==> src/rtl/rgb_chain_encoder.sv <==
module rgb_chain_encoder #(
  parameter int LEN_W   = 13,
  parameter int LATCH_W = 13
) (
  input  logic               clk,
  input  logic               rst_n,
  input  logic               start,
  input  logic [LEN_W-1:0]   word_count,
  input  logic [2:0]         order_sel,
  input  logic [5:0]         hi1,
  input  logic [4:0]         lo1,
  input  logic [4:0]         hi0,
  input  logic [5:0]         lo0,
  input  logic [LATCH_W-1:0] latch_len,
  input  logic               fifo_valid,
  input  logic [23:0]        fifo_data,
  output logic               fifo_pop,
  output logic               dout,
  output logic               busy,
  output logic               done
);
  localparam int CW = LATCH_W;

  typedef enum logic [2:0] {S_IDLE, S_FETCH, S_HIGH, S_LOW, S_LATCH} state_t;

  state_t        st;
  logic [23:0]   shreg;
  logic [4:0]    bit_idx;
  logic [LEN_W-1:0] left;
  logic [CW-1:0] cnt;
  logic          done_q;

  function automatic logic [23:0] reorder(input logic [23:0] px, input logic [2:0] sel);
    logic [7:0] r, g, b;
    r = px[23:16];
    g = px[15:8];
    b = px[7:0];
    case (sel)
      3'd0:    return {r, g, b};
      3'd1:    return {r, b, g};
      3'd3:    return {g, b, r};
      3'd4:    return {b, r, g};
      3'd5:    return {b, g, r};
      default: return {g, r, b};
    endcase
  endfunction

  function automatic logic [CW-1:0] nz(input logic [CW-1:0] v);
    return (v == '0) ? CW'(1) : v;
  endfunction

  logic [23:0]   nxt;
  logic [CW-1:0] hi_nxt, hi_follow, lo_cur, latch_eff;
  logic          phase_end, last_bit, more;

  assign nxt       = reorder(fifo_data, order_sel);
  assign hi_nxt    = nz(nxt[23]   ? CW'(hi1) : CW'(hi0));
  assign hi_follow = nz(shreg[22] ? CW'(hi1) : CW'(hi0));
  assign lo_cur    = nz(shreg[23] ? CW'(lo1) : CW'(lo0));
  assign latch_eff = nz(latch_len);
  assign phase_end = (cnt == CW'(1));
  assign last_bit  = (bit_idx == 5'd0);
  assign more      = (left > LEN_W'(1));

  assign fifo_pop = fifo_valid &&
                    ((st == S_FETCH) || (st == S_LOW && phase_end && last_bit && more));
  assign dout = (st == S_HIGH);
  assign busy = (st != S_IDLE);
  assign done = done_q;

  always_ff @(posedge clk or negedge rst_n) begin
    if (!rst_n) begin
      st      <= S_IDLE;
      shreg   <= '0;
      bit_idx <= '0;
      left    <= '0;
      cnt     <= '0;
      done_q  <= 1'b0;
    end else begin
      done_q <= 1'b0;
      case (st)
        S_IDLE: if (start) begin
          left <= word_count;
          if (word_count == '0) begin
            cnt <= latch_eff;
            st  <= S_LATCH;
          end else begin
            st <= S_FETCH;
          end
        end
        S_FETCH: if (fifo_valid) begin
          shreg   <= nxt;
          bit_idx <= 5'd23;
          cnt     <= hi_nxt;
          st      <= S_HIGH;
        end
        S_HIGH: if (phase_end) begin
          cnt <= lo_cur;
          st  <= S_LOW;
        end else begin
          cnt <= cnt - CW'(1);
        end
        S_LOW: if (phase_end) begin
          if (!last_bit) begin
            shreg   <= {shreg[22:0], 1'b0};
            bit_idx <= bit_idx - 5'd1;
            cnt     <= hi_follow;
            st      <= S_HIGH;
          end else begin
            left <= left - LEN_W'(1);
            if (!more) begin
              cnt <= latch_eff;
              st  <= S_LATCH;
            end else if (fifo_valid) begin
              shreg   <= nxt;
              bit_idx <= 5'd23;
              cnt     <= hi_nxt;
              st      <= S_HIGH;
            end else begin
              st <= S_FETCH;
            end
          end
        end else begin
          cnt <= cnt - CW'(1);
        end
        S_LATCH: if (phase_end) begin
          done_q <= 1'b1;
          st     <= S_IDLE;
        end else begin
          cnt <= cnt - CW'(1);
        end
        default: st <= S_IDLE;
      endcase
    end
  end
endmodule

==> config.mk <==
export PLATFORM = sky130hd
export DESIGN_NAME = rgb_chain_encoder
export DESIGN_NICKNAME = d
export VERILOG_FILES = /design/src/rtl/rgb_chain_encoder.sv
export SDC_FILE = /design/constraint.sdc
export NUM_CORES = 1
export LEC_CHECK = 0
export BUFFER_PORTS_ARGS = -buffer_cell sky130_fd_sc_hd__buf_2
export CORE_MARGIN = 5
export CORE_UTILIZATION = 29
export CTS_CLUSTER_DIAMETER = 40
export CTS_CLUSTER_SIZE = 25
export DETAILED_ROUTE_END_ITERATION = 10
export GPL_TIMING_DRIVEN = 0
export SLEW_MARGIN = 20
export SYNTH_ARGS = -nofsm -noshare
export SYNTH_HDL_FRONTEND = slang
export SYNTH_SLANG_ARGS = --single-unit
export TNS_END_PERCENT = 50
==> constraint.sdc <==
create_clock -name clk -period 3.5 [get_ports clk]
set_input_delay 0.35 -clock clk [delete_from_list [all_inputs] [get_ports clk]]
set_output_delay 0.35 -clock clk [all_outputs]
set_load 0.05 [all_outputs]
# --- Word level (Yosys, flattened, before mapping) ---
# Index checks and enable logic that the tools add are counted.
op_classes:
  add_sub_neg: 3
  reduce_logical: 21
  eq_ne: 18
  muxes: 43
  magnitude_cmp: 1
op_table:
  columns: ["op", "n"]
  rows:
  - ["$mux W13", 12]
  - ["$pmux W24 S5", 1]
  - ["$mux W24", 4]
  - ["$logic_not A13 Y1", 5]
  - ["$pmux W13 S5", 1]
  - ["$pmux W24 S2", 1]
  - ["$mux W6", 6]
  - ["$pmux W13 S2", 1]
  - ["$sub A13 B1 Y13 const B", 2]
  - ["$mux W3", 8]
  - ["$mux W5", 4]
  - ["$pmux W3 S5", 1]
  - ["$ne A2 B2 Y1 const B", 7]
  - ["$eq A13 B1 Y1 const B", 1]
  - ["$gt A13 B1 Y1 const B", 1]
  - ["$pmux W5 S2", 1]
  - ["$eq A3 B2 Y1 const B", 3]
  - ["$eq A3 B3 Y1 const B", 3]
  - ["$reduce_and A4 Y1", 2]
  - ["$eq A3 B1 Y1 const B", 2]
  - ["$logic_not A3 Y1", 2]
  - ["$logic_not A5 Y1", 1]
  - ["$reduce_and A5 Y1", 1]
  - ["$reduce_bool A5 Y1", 1]
  - ["other kinds (10)", 15]
totals:
  regBits: 59
  output_inout_bits: 4
  in_bits: 79
  word_cells: 92

# --- Depth between registers and ports, before layout ---
depth:
  depth_word: 10
  ltp_mapped: 10
  mapped_depth_nobuf: 8

# --- Worst setup path after synthesis ---
# OpenSTA, ideal clock, no wires.
synth_timing:
  path_type: "register to output"
  from: "reg cnt[1]"
  to: "out fifo_pop"
  t_arrival_ns: 1.929
  required_ns: 3.150
  n_path_buf: 0
  setup_slack_ns: 1.221
  stages_incl_launch_ff: 8
  path_cell_list: "dfrtp_1 -> inv_1 -> ha_1 -> nor4b_1 -> nand4_1 -> a211oi_1 -> o21ai_1 -> inv_1"
synth_between:
  elab_chain_cells: 6
synth_lines:
  columns: ["element", "line_no", "source"]
  rows:
  - ["from (decl)", "30", "logic [CW-1:0] cnt;"]
  - ["from (signal assigned)", "85", "cnt <= latch_eff;"]
  - ["from (signal assigned)", "94", "cnt <= hi_nxt;"]
  - ["from (signal assigned)", "98", "cnt <= lo_cur;"]
  - ["$eq A13 B1 Y1", "61", "assign phase_end = (cnt == CW'(1));"]
  - ["$logic_and A1 B1 Y1 (3 in a row)", "66", "((st == S_FETCH) || (st == S_LOW && phase_end && last_bit && more));"]
  - ["$logic_or A1 B1 Y1", "66", null]
  - ["$logic_and A1 B1 Y1", "65", "assign fifo_pop = fifo_valid &&"]
  - ["to (decl)", "17", "output logic fifo_pop,"]
# No other way between the ends.

# --- Worst setup path after layout ---
# Ends and elaborated chain as after synthesis.

==> qor.csv <==
stage,metric,value,unit
outcome,outcome,finished clean,
global_routing,grt_overflow,0,
sta,slew-limit-headroom,52.9,%
clock_tree,cts.root.buffer_cell,sky130_fd_sc_hd__clkbuf_16,
setup_path,required,3.15,ns
global_routing,initial_antenna_violation_count,0,
synthesis,syn-instance-count,628,
final_layout,finish.net_count,806,
sta,slew_of_the_pin_with_the_lowest_slew_margin,0.706,ns
synthesis,synth_sequential_area_ratio,28.8,%
sta,final_hold_viol_count,0,
drt,dr_total_vias,5647,
sta,fin_skew,0.0111,ns
drt,via_per_inst,5.93,
place,numPortBuffers,80,
power_and_ir_drop,power_frac_clock,23.2,%
clock_tree,cts_repair_resize_count,0,
setup_path,worstSetupPathType,flop to output port,
setup_path,cp.arrival,2.95,ns
die,dieWidth,143,um
power_and_ir_drop,sw_frac_of_total,41.8,%
synthesis,asyncSetResetFlopFracSynth,100,%
drt,antenna_left,0,
power_and_ir_drop,power_frac_seq,30.9,%
global_routing,grt_start_max_net_pins,43,
final_layout,finalCoreUtilization,35.6,%
sta,finalCriticalPeriod,3.30,ns
clock_tree,cts_tree,built,
final_layout,layout-area-overhead-vs-synth,20.3,%
power_and_ir_drop,power.density_cell_area,655,nW/um^2
final_layout,most-common-layout-cells,"90 x sky130_fd_sc_hd__buf_2, 66 x sky130_fd_sc_hd__nor2_1, 59 x sky130_fd_sc_hd__dfrtp_1, 54 x sky130_fd_sc_hd__o21ai_0, 43 x sky130_fd_sc_hd__nand2_1",
synthesis,postSynthNetCount,712,
power_and_ir_drop,pwr-share-comb,45.9,%
sta,maxClockFrequency,0.303,GHz
synthesis,syn_area_per_cell,8.17,um^2
sta,rsz0062_at_grt,false,
synthesis,synth-seq-cells,59,
place,dpl.hpwl,14100,um
global_routing,grt.total_usage,17.7,%
power_and_ir_drop,fin_total_pwr,4.04,mW
die,die_area,20500,um^2
clock_tree,clock_input_transition_at_the_sequential_cells_of_the_worst_setup_and_hold_paths,0.06,ns
clock_tree,cts.htree.levels,3,
sta,tcrit_tclk_final,94.4,%
place,gpl.final_weighted_congestion,0.953,
sta,setup-violations-final,0,
drt,route.detailed.wl_per_inst,19.3,um
die,fp-row-count,48,
die,floorplan.io_pins,83,
sta,setup_tns,0,ns
final_layout,ant_diodes,0,
final_layout,final_common_cell,sky130_fd_sc_hd__buf_2,
clock_tree,worst_skew_pair.late_latency,0.35,ns
final_layout,share_of_final_layout_standard_cells_stronger_than_drive_strength_1,19.1,%
drt,totalWireLength,18400,um
die,die_ht,143,um
power_and_ir_drop,power_leakage,2.56,nW
global_routing,grt_pass1_wl,28900,um
synthesis,syn-cell-area,5130,um^2
clock_tree,clock_tree.buffer_depth,2,
power_and_ir_drop,vdd_drop_max,0.275,mV
global_routing,grt_pass1_vias,5450,
sta,timing.final.max_slew_violations,0,
synthesis,synth_ff_type,sky130_fd_sc_hd__dfrtp_1,
power_and_ir_drop,intPower,2.35,mW
flow_run,max-cap-violations,0,
drt,drc,0,
setup_path,critPathLaunchType,flop,
clock_tree,numCtsBuffers,9,
drt,drt_iter0_markers,559,
drt,detailedRoute.firstPassIterationCount,6,
synthesis,yosysUniqueCellTypes,76,
setup_path,crit_path_max_fanout,8,
synthesis,synth-edff-count,0,
die,core,17400,um^2
worst_hold_path,hold_class,input pin to flop,
synthesis,yosysWarningCount,0,
final_layout,nFillCells,1797,
die,start_util,29.6,%
clock_tree,cts_sinks,59,
setup_path,setup.worst_path.end_class,output port,
power_and_ir_drop,switchingPower,1.69,mW
## state kept, by name, summed over array words and instances, names as in the netlist
register,count
shreg,24
st,3
left,13
done,1
cnt,13
bit_idx,5
## worst max-delay path, stage by stage (launching register included)
cell and delay, ns:
sky130_fd_sc_hd__dfrtp_1 0.47, sky130_fd_sc_hd__inv_1 0.12, sky130_fd_sc_hd__ha_1 0.29, sky130_fd_sc_hd__nor4b_1 0.37, sky130_fd_sc_hd__nand4_1 0.23, sky130_fd_sc_hd__a211oi_1 0.34, sky130_fd_sc_hd__o21ai_1 0.28, sky130_fd_sc_hd__inv_1 0.21
sky130_fd_sc_hd__buf_2 0.30
## path summary, 6_finish.rpt
check	from	to	slack (ns)	depth (start not counted)
hold / removal	latch_len[10]	cnt[10]	0.27	2
setup reg to reg	cnt[1]	cnt[6]	0.58	9
setup / recovery	cnt[1]	fifo_pop	0.20	8
hold reg to reg	left[8]	left[8]	0.50	2
max in group asynchronous	rst_n	shreg[19]	2.55	3
min in group asynchronous	rst_n	cnt[7]	0.43	2
## area by class of cell
cell class | count | area, um^2 | area share [%]
buffer | 41 | 194 | 3.14
clock buffer | 12 | 267 | 4.32
clock inverter | 4 | 47.5 | 0.770
inverter | 19 | 71.3 | 1.16
multi-input combinational | 509 | 3390 | 54.9
sequential | 59 | 1480 | 23.9
tap | 225 | 282 | 4.56
timing repair buffer | 83 | 448 | 7.25
## power by group through the flow
stage | logic [mW] | registers [mW] | clock network (mW)
floorplan | 1.37 | 1.18 | 0
global placement | 1.81 | 1.25 | 0
detailed placement | 1.83 | 1.25 | 0
CTS | 1.84 | 1.25 | 0.955
global route | 2.05 | 1.28 | 0.982
finish | 1.86 | 1.25 | 0.937
## stage by stage
| step | hold WS [ns] | instance area [um^2] | worst slack (ns) | std cells |
|---|---|---|---|---|
| after floorplan | 0.0544 | 5130 | 1.22 | 628 |
| after global placement | 0.490 | 5810 | 0.461 | 933 |
| after detailed placement | 0.254 | 5840 | 0.444 | 934 |
| after CTS | 0.263 | 6170 | 0.0558 | 951 |
| after global routing | 0.280 | 6170 | 0.0852 | 952 |
| final | 0.274 | 6170 | 0.196 | 952 |
## per-layer routing
layer  wire (um)  part of all wire (%)  GRT usage [%]
met1        7870                    43           23.4
met2        8530                    46           27.7
met3        1440                   7.8           4.02
met4         558                   3.0           7.60
met5           0                     0              0
## logic make-up (layout without fill, tap and decap cells)
logic type | count (synthesis) | in the layout | share of synthesized area (%)
DFF | 59 | 59 | 28.8
and+or+nand+nor | 198 | 198 | 20.7
AOI/OAI and AO/OA | 260 | 260 | 35.0
buffers and inverters | 60 | 159 | 5.17
muxes | 42 | 42 | 8.46
adders and majority gates | 5 | 5 | 1.22
xor gates and xnor gates | 4 | 4 | 0.683
## synth_stat cells, types with 7 or more instances
cell,count,area (um^2)
sky130_fd_sc_hd__a22o_1,10,87.6
sky130_fd_sc_hd__buf_2,11,55.1
sky130_fd_sc_hd__o221ai_1,9,78.8
sky130_fd_sc_hd__a31oi_1,17,106
sky130_fd_sc_hd__nand2b_1,9,56.3
sky130_fd_sc_hd__mux2_2,8,90.1
sky130_fd_sc_hd__o21ai_0,54,270
sky130_fd_sc_hd__mux2i_1,33,330
sky130_fd_sc_hd__a211oi_1,12,90.1
sky130_fd_sc_hd__dfrtp_1,59,1480
sky130_fd_sc_hd__nor4_1,8,50.1
sky130_fd_sc_hd__a21oi_1,40,200
sky130_fd_sc_hd__clkbuf_1,20,75.1
sky130_fd_sc_hd__nor2b_1,7,43.8
sky130_fd_sc_hd__nor3_1,16,80.1
sky130_fd_sc_hd__a22oi_1,15,113
sky130_fd_sc_hd__nor2_1,66,248
sky130_fd_sc_hd__a221o_1,13,130
sky130_fd_sc_hd__o22ai_1,16,100
sky130_fd_sc_hd__a41oi_1,10,87.6
sky130_fd_sc_hd__nand2_1,43,161
sky130_fd_sc_hd__inv_1,17,63.8
sky130_fd_sc_hd__o22a_1,17,149
sky130_fd_sc_hd__nand3_1,9,45.0
## repair_timing
item | 4_1_cts | 5_1_grt
hold endpoints to repair | 17 | 0
hold buffers | 1 | 0
endpoints found under the setup margin | 0 | 1
buffers inserted | 0 | 1
No activity file was read; power rests on OpenSTA's default activity.
